`src/rtl/trip_seq_pkg.sv`:
```
package trip_seq_pkg;
  typedef enum logic [2:0] {
    ST_IDLE,
    ST_LOOKUP,
    ST_DECIDE,
    ST_FREEWHEEL,
    ST_TRIPPED
  } seq_state_e;

  // offsets inside the upper half of the register space
  localparam int unsigned SEL_STATUS  = 0;
  localparam int unsigned SEL_CLEAR   = 1;
  localparam int unsigned SEL_VERSION = 2;
  localparam int unsigned SEL_FWTIME  = 3;
endpackage

```
`src/rtl/fault_sync.sv`:
```
module fault_sync #(
  parameter int unsigned WIDTH = 4
) (
  input  logic             clk,
  input  logic             rst_n,
  input  logic [WIDTH-1:0] async_in,
  output logic [WIDTH-1:0] sync_out
);
  logic [WIDTH-1:0] meta_q;
  logic [WIDTH-1:0] stab_q;

  for (genvar b = 0; b < WIDTH; b++) begin : g_bit
    always_ff @(posedge clk) begin
      if (!rst_n) begin
        meta_q[b] <= 1'b0;
        stab_q[b] <= 1'b0;
      end else begin
        meta_q[b] <= async_in[b];
        stab_q[b] <= meta_q[b];
      end
    end
  end

  assign sync_out = stab_q;


  sync_chain_chk: assert property (@(posedge clk) disable iff (!rst_n)
    stab_q == $past(meta_q));
endmodule

```
`src/rtl/trip_regfile.sv`:
```
module trip_regfile
  import trip_seq_pkg::*;
#(
  parameter int unsigned IDX_W   = 4,
  parameter int unsigned CODE_W  = 4,
  parameter int unsigned CNT_W   = 32,
  parameter int unsigned DATA_W  = 32,
  parameter int unsigned VERSION = 2,
  localparam int unsigned ADDR_W = IDX_W + 1,
  localparam int unsigned DEPTH  = 1 << IDX_W
) (
  input  logic              clk,
  input  logic              rst_n,
  input  logic              wr_en,
  input  logic [ADDR_W-1:0] addr,
  input  logic [DATA_W-1:0] wdata,
  output logic [DATA_W-1:0] rdata,
  input  logic [IDX_W-1:0]  lut_idx,
  output logic [CODE_W-1:0] lut_code,
  output logic [CNT_W-1:0]  fw_time,
  input  logic [CODE_W-1:0] status,
  input  logic              tripped,
  input  logic              clr_consume,
  output logic              clr_pending
);
  logic [CODE_W-1:0] lut_q [DEPTH];
  logic [CNT_W-1:0]  fw_q;
  logic              clr_q;
  logic              sel_table;
  logic [IDX_W-1:0]  sel_low;

  assign sel_table = ~addr[ADDR_W-1];
  assign sel_low   = addr[IDX_W-1:0];

  for (genvar e = 0; e < DEPTH; e++) begin : g_entry
    always_ff @(posedge clk) begin
      if (!rst_n) lut_q[e] <= '0;
      else if (wr_en && sel_table && sel_low == IDX_W'(e))
        lut_q[e] <= wdata[CODE_W-1:0];
    end
  end

  always_ff @(posedge clk) begin
    if (!rst_n) begin
      fw_q  <= '0;
      clr_q <= 1'b0;
    end else begin
      if (wr_en && !sel_table && sel_low == IDX_W'(SEL_FWTIME))
        fw_q <= wdata[CNT_W-1:0];
      if (clr_consume)
        clr_q <= 1'b0;
      else if (wr_en && !sel_table && sel_low == IDX_W'(SEL_CLEAR) && tripped)
        clr_q <= |wdata;
    end
  end

  always_comb begin
    rdata = '0;
    if (sel_table) rdata = DATA_W'(lut_q[sel_low]);
    else begin
      case (sel_low)
        IDX_W'(SEL_STATUS):  rdata = DATA_W'(status);
        IDX_W'(SEL_CLEAR):   rdata = DATA_W'(clr_q);
        IDX_W'(SEL_VERSION): rdata = DATA_W'(VERSION);
        IDX_W'(SEL_FWTIME):  rdata = DATA_W'(fw_q);
        default:             rdata = '0;
      endcase
    end
  end

  assign lut_code    = lut_q[lut_idx];
  assign fw_time     = fw_q;
  assign clr_pending = clr_q;


  clr_only_tripped_chk: assert property (@(posedge clk) disable iff (!rst_n)
    !tripped |-> !clr_q);


  clr_consumed_chk: assert property (@(posedge clk) disable iff (!rst_n)
    clr_consume |=> !clr_q);
endmodule

```
`src/rtl/trip_fsm.sv`:
```
module trip_fsm
  import trip_seq_pkg::*;
#(
  parameter int unsigned   IDX_W   = 4,
  parameter int unsigned   CODE_W  = 4,
  parameter int unsigned   CNT_W   = 32,
  parameter logic [CODE_W-1:0] FW_CODE = 'hA
) (
  input  logic              clk,
  input  logic              rst_n,
  input  logic              enable,
  input  logic [IDX_W-1:0]  fault_s,
  input  logic [CNT_W-1:0]  fw_time,
  input  logic [CODE_W-1:0] lut_code,
  input  logic              clr_pending,
  output logic [IDX_W-1:0]  lut_idx,
  output logic [CODE_W-1:0] trip_out,
  output logic [CODE_W-1:0] status,
  output logic              tripped,
  output logic              clr_consume
);
  seq_state_e        state_q;
  logic [IDX_W-1:0]  pattern_q;
  logic [CODE_W-1:0] code_q;
  logic [CNT_W-1:0]  cnt_q;
  logic [CODE_W-1:0] trip_q;
  logic [CODE_W-1:0] status_q;

  always_ff @(posedge clk) begin
    if (!rst_n) begin
      state_q   <= ST_IDLE;
      pattern_q <= '0;
      code_q    <= '0;
      cnt_q     <= '0;
      trip_q    <= '0;
      status_q  <= '0;
    end else begin
      case (state_q)
        ST_IDLE: begin
          cnt_q <= fw_time;
          if (enable && |fault_s) begin
            pattern_q <= fault_s;
            state_q   <= ST_LOOKUP;
          end
        end
        ST_LOOKUP: begin
          code_q  <= lut_code;
          state_q <= ST_DECIDE;
        end
        ST_DECIDE: begin
          if (code_q == '0) state_q <= ST_IDLE;
          else if (cnt_q == '0) begin
            trip_q   <= code_q;
            status_q <= code_q;
            state_q  <= ST_TRIPPED;
          end else begin
            trip_q  <= FW_CODE;
            state_q <= ST_FREEWHEEL;
          end
        end
        ST_FREEWHEEL: begin
          cnt_q <= cnt_q - CNT_W'(1);
          if (cnt_q == CNT_W'(1)) begin
            trip_q   <= code_q;
            status_q <= code_q;
            state_q  <= ST_TRIPPED;
          end
        end
        ST_TRIPPED: begin
          if (clr_pending) begin
            trip_q   <= '0;
            status_q <= '0;
            state_q  <= ST_IDLE;
          end
        end
        default: state_q <= ST_IDLE;
      endcase
    end
  end

  assign lut_idx     = pattern_q;
  assign trip_out    = trip_q;
  assign status      = status_q;
  assign tripped     = (state_q == ST_TRIPPED);
  assign clr_consume = (state_q == ST_TRIPPED) && clr_pending;


  fw_pattern_chk: assert property (@(posedge clk) disable iff (!rst_n)
    state_q == ST_FREEWHEEL |-> trip_q == FW_CODE);


  fw_count_chk: assert property (@(posedge clk) disable iff (!rst_n)
    state_q == ST_FREEWHEEL |=> cnt_q == $past(cnt_q) - CNT_W'(1));


  pattern_hold_chk: assert property (@(posedge clk) disable iff (!rst_n)
    ($past(state_q) != ST_IDLE && state_q != ST_IDLE) |-> $stable(pattern_q));


  idle_quiet_chk: assert property (@(posedge clk) disable iff (!rst_n)
    state_q == ST_IDLE |-> (trip_q == '0 && status_q == '0));


  status_match_chk: assert property (@(posedge clk) disable iff (!rst_n)
    state_q == ST_TRIPPED |-> (status_q == trip_q && status_q != '0));
endmodule

```
`src/rtl/trip_sequencer.sv`:
```
module trip_sequencer
  import trip_seq_pkg::*;
#(
  parameter int unsigned FAULT_W = 4,
  parameter int unsigned CODE_W  = 4,
  parameter int unsigned CNT_W   = 32,
  parameter int unsigned DATA_W  = 32,
  parameter int unsigned VERSION = 2,
  parameter logic [CODE_W-1:0] FW_CODE = 'hA,
  localparam int unsigned ADDR_W = FAULT_W + 1
) (
  input  logic              clk,
  input  logic              rst_n,
  input  logic              seq_en,
  input  logic [FAULT_W-1:0] fault_in,
  input  logic              reg_wr,
  input  logic [ADDR_W-1:0] reg_addr,
  input  logic [DATA_W-1:0] reg_wdata,
  output logic [DATA_W-1:0] reg_rdata,
  output logic [CODE_W-1:0] trip_out
);
  logic [FAULT_W-1:0] fault_s;
  logic [FAULT_W-1:0] lut_idx;
  logic [CODE_W-1:0]  lut_code;
  logic [CNT_W-1:0]   fw_time;
  logic [CODE_W-1:0]  status;
  logic               tripped;
  logic               clr_consume;
  logic               clr_pending;

  fault_sync #(.WIDTH(FAULT_W)) u_sync (
    .clk      (clk),
    .rst_n    (rst_n),
    .async_in (fault_in),
    .sync_out (fault_s)
  );

  trip_regfile #(
    .IDX_W   (FAULT_W),
    .CODE_W  (CODE_W),
    .CNT_W   (CNT_W),
    .DATA_W  (DATA_W),
    .VERSION (VERSION)
  ) u_regs (
    .clk         (clk),
    .rst_n       (rst_n),
    .wr_en       (reg_wr),
    .addr        (reg_addr),
    .wdata       (reg_wdata),
    .rdata       (reg_rdata),
    .lut_idx     (lut_idx),
    .lut_code    (lut_code),
    .fw_time     (fw_time),
    .status      (status),
    .tripped     (tripped),
    .clr_consume (clr_consume),
    .clr_pending (clr_pending)
  );

  trip_fsm #(
    .IDX_W   (FAULT_W),
    .CODE_W  (CODE_W),
    .CNT_W   (CNT_W),
    .FW_CODE (FW_CODE)
  ) u_fsm (
    .clk         (clk),
    .rst_n       (rst_n),
    .enable      (seq_en),
    .fault_s     (fault_s),
    .fw_time     (fw_time),
    .lut_code    (lut_code),
    .clr_pending (clr_pending),
    .lut_idx     (lut_idx),
    .trip_out    (trip_out),
    .status      (status),
    .tripped     (tripped),
    .clr_consume (clr_consume)
  );
endmodule

```
`config.mk`:
```
export PLATFORM = sky130hd
export DESIGN_NAME = trip_sequencer
export DESIGN_NICKNAME = d
export VERILOG_FILES = /design/src/rtl/trip_seq_pkg.sv /design/src/rtl/fault_sync.sv /design/src/rtl/trip_regfile.sv /design/src/rtl/trip_fsm.sv /design/src/rtl/trip_sequencer.sv
export SDC_FILE = /design/constraint.sdc
export NUM_CORES = 1
export LEC_CHECK = 0
export BUFFER_PORTS_ARGS = -buffer_cell sky130_fd_sc_hd__buf_4
export CAP_MARGIN = 20
export CELL_PAD_IN_SITES_DETAIL_PLACEMENT = 1
export CELL_PAD_IN_SITES_GLOBAL_PLACEMENT = 2
export CORE_MARGIN = 10
export CORE_UTILIZATION = 38
export CTS_BUF_LIST = sky130_fd_sc_hd__clkbuf_16
export DETAILED_ROUTE_END_ITERATION = 10
export PLACE_DENSITY = 0.79
export SLEW_MARGIN = 10
export SYNTH_ARGS = -nofsm -noshare
export SYNTH_HDL_FRONTEND = slang
export SYNTH_HIERARCHICAL = 1
export SYNTH_SLANG_ARGS = --single-unit
```
`constraint.sdc`:
```
create_clock -name clk -period 3.1 [get_ports clk]
set_input_delay 0.31 -clock clk [delete_from_list [all_inputs] [get_ports clk]]
set_output_delay 0.31 -clock clk [all_outputs]
set_load 0.005 [all_outputs]
```
==> impl_metrics.toml <==
[status]
status = "completed"

[floorplan]
die_h_microns = 166
die_w_microns = 166
placementRows = 53
fp.coreArea_sq_mm = 0.0210
pin_count = 81
die_area_sq_mm = 0.0274
start_util_pct = 38.4

[clock_tree]
ctsHoldBuffers = 0
clkSlewWorstSetupHoldPaths_ps = 60
clockBufferDepth = 2
cts_buffers = 17
cts_tree = "built"
clkSinkCount = 156
h-tree-depth = 4
cts_setup_buffers = 0
cts-root-buf = "clkbuf_16"
cts_resized = 0
clk_latency_ps = 430

[sta]
hold_viol = 0
worstMarginPinSlew_ps = 951
setup_viol = 0
fin_crit_ps = 2590
fmax_ghz = 0.387
setup_tns_ps = 0
slew_viol_final = 0
timing.final.crit_share_pct = 83.5
rsz0062_at_grt = "false"
fin_skew_ps = 11.8
slew-limit-headroom_pct = 36.6

[synthesis]
synth_top_cells_by_area = "edfxtp_1 (24%), dfxtp_1 (23%), mux4_2 (7.8%)"
synth_flop_cell = "dfxtp_1"
yosysWarnings = 6
netlist_area_sq_mm = 0.00805
synth.avg_cell_area_sq_um = 9.73
yosysSeqAreaShare_pct = 46.8
ys_ff_latch = 156
synth_edf_count = 64
yosysTopAreaCell = "edfxtp_1"
synth_cell_types = 62
synthCells = 827
yosysTopAreaCellShare_pct = 23.9
synth_fp_nets = 874
synth-async-reset-ratio_pct = 0

[power]
power.total_mw = 4.68
pwr_density_cell_mw_per_mm2 = 497
leakage_nw = 3.49
ir_drop_mv = 0.295

[drt]
wirelength_microns = 26600
viasPerCell = 5.93
drt_iter0_markers = 507
antenna_left = 0
drc_errors = 0
vias = 6965
firstDrtPassIters = 5
wl_per_cell_microns = 22.7

[finish]
fill_cells = 2356
fin_cells = 1174
fin_util_pct = 44.9
drive_gt1_share_pct = 18.6
area_growth_pct = 16.9
n_antenna_cell = 0
layout.nets = 933

[global_routing]
grt_usage_pct = 19.9
grt_overflow_total = 0
grt_max_degree = 36
grt_antenna_before_repair = 0
grt_pass1_wl_microns = 41900
grt_pass1_vias = 7241

[critical_path]
cp_max_fo = 8
path_class = "flip-flop to flip-flop"
critPathRequiredTime_ps = 3390
start_kind = "flip-flop"
critPathCaptureType = "flip-flop"
worst_ep_arrival_time_ps = 2870

[placed_design]
globalplace.congestion = 0.919
port_buffers = 80
dp.cells = 1142
dpl.hpwl_microns = 19600

[run]
max_cap_violations = 0

[min_path]
hp-class = "primary input to flip-flop"
-- layout make-up --
class | instances | area [sq um] | area share, %
Clock buffer | 17 | 425 | 4.52
Clock inverter | 15 | 113 | 1.20
Inverter | 9 | 33.8 | 0.359
Multi-Input combinational cell | 610 | 4040 | 42.9
Sequential cell | 156 | 3760 | 40.0
Tap cell | 275 | 344 | 3.66
Timing Repair Buffer | 92 | 691 | 7.34
-- cells in the final DEF (no fill, tap or decap), types with 3 or more instances in the layout --
cell          n
and2_1       76
o21ai_0      34
nor2_1       59
nand3_1      18
clkinv_1      3
nand4_1       9
clkbuf_16    17
a22oi_1      10
or2_2         6
nand2_1     106
o221ai_1      4
and3_1       33
buf_4        92
inv_6         4
mux4_2       28
o311ai_0      8
or4_1         9
or4_4         3
nand2b_1      7
nor2b_1       6
a21oi_1      58
clkinvlp_4    3
dfxtp_1      92
inv_1         8
or3_1         8
nor3_1       11
o21a_1        5
mux2i_1      31
a31oi_1      19
nor4_1       17
edfxtp_1     64
o211ai_1      7
-- synth_stat cells, types with 17 or more instances --
library cell    n
nand2_1       106
dfxtp_1        92
and2_1         76
edfxtp_1       64
nor2_1         59
a21oi_1        58
clkbuf_1       39
o21ai_0        34
and3_1         33
mux2i_1        31
mux4_2         28
a31oi_1        19
nand3_1        18
nor4_1         17
-- path summary, 6_finish.rpt --
path / from / to / slack, ps / cells after the start
min: fault_in[0] / u_sync/meta_q[0] / 90 / 2
max reg2reg: u_fsm/cnt_q[10] / u_fsm/trip_out[1] / 510 / 5
max: u_fsm/cnt_q[10] / u_fsm/trip_out[1] / 510 / 5
min reg2reg: u_sync/meta_q[0] / u_sync/sync_out[0] / 430 / 1
-- report_power, final --
group | switching (mW) | total (mW) | internal [mW]
registers | 0.0582 | 2.26 | 2.20
clock network | 0.913 | 1.95 | 1.04
logic | 0.289 | 0.469 | 0.180
total | 1.26 | 4.68 | 3.42
-- cell families after synthesis --
kind of cell,after synthesis,share of synthesized area (%)
buf+inv,61,3.14
fa+ha+maj,2,0.311
compound gates,164,12.9
mux,61,12.0
simple gates,383,24.9
flops,156,46.8
-- stage by stage --
stage	setup WS [ps]	hold WS [ps]	area (sq um)
floorplan	993	412	8050
CTS	541	63.0	9410
global placement	706	430	8870
detailed placement	552	421	8870
global route	345	76.7	9410
finish	513	87.5	9410
-- routing by layer --
metal	vias up	share of wire, %	GRT usage, %
met5	-	0	0
met4	0	1.3	5.59
met3	27	4.2	3.54
met2	185	49	32.4
met1	3571	45	26.4
li1	3182	-	-
-- registers in the layout, indices dropped and copies added (netlist names) --
register	cells
u_fsm/cnt_q	32
u_fsm/code_q	4
u_sync/sync_out	4
u_regs/clr_pending	1
u_regs/fw_time	32
u_sync/meta_q	4
u_fsm/trip_out	4
u_regs/lut_q	64
u_fsm/status	4
u_fsm/state_q	3
u_fsm/lut_idx	4
-- critical path, stage by stage, from the launching register on --
cell     delay, ps
dfxtp_1        360
or4_4          600
nor4_2         500
nand3_1        320
o21ai_0        480
a32oi_1        170
Note: power is estimated with default switching activity, not from simulation.
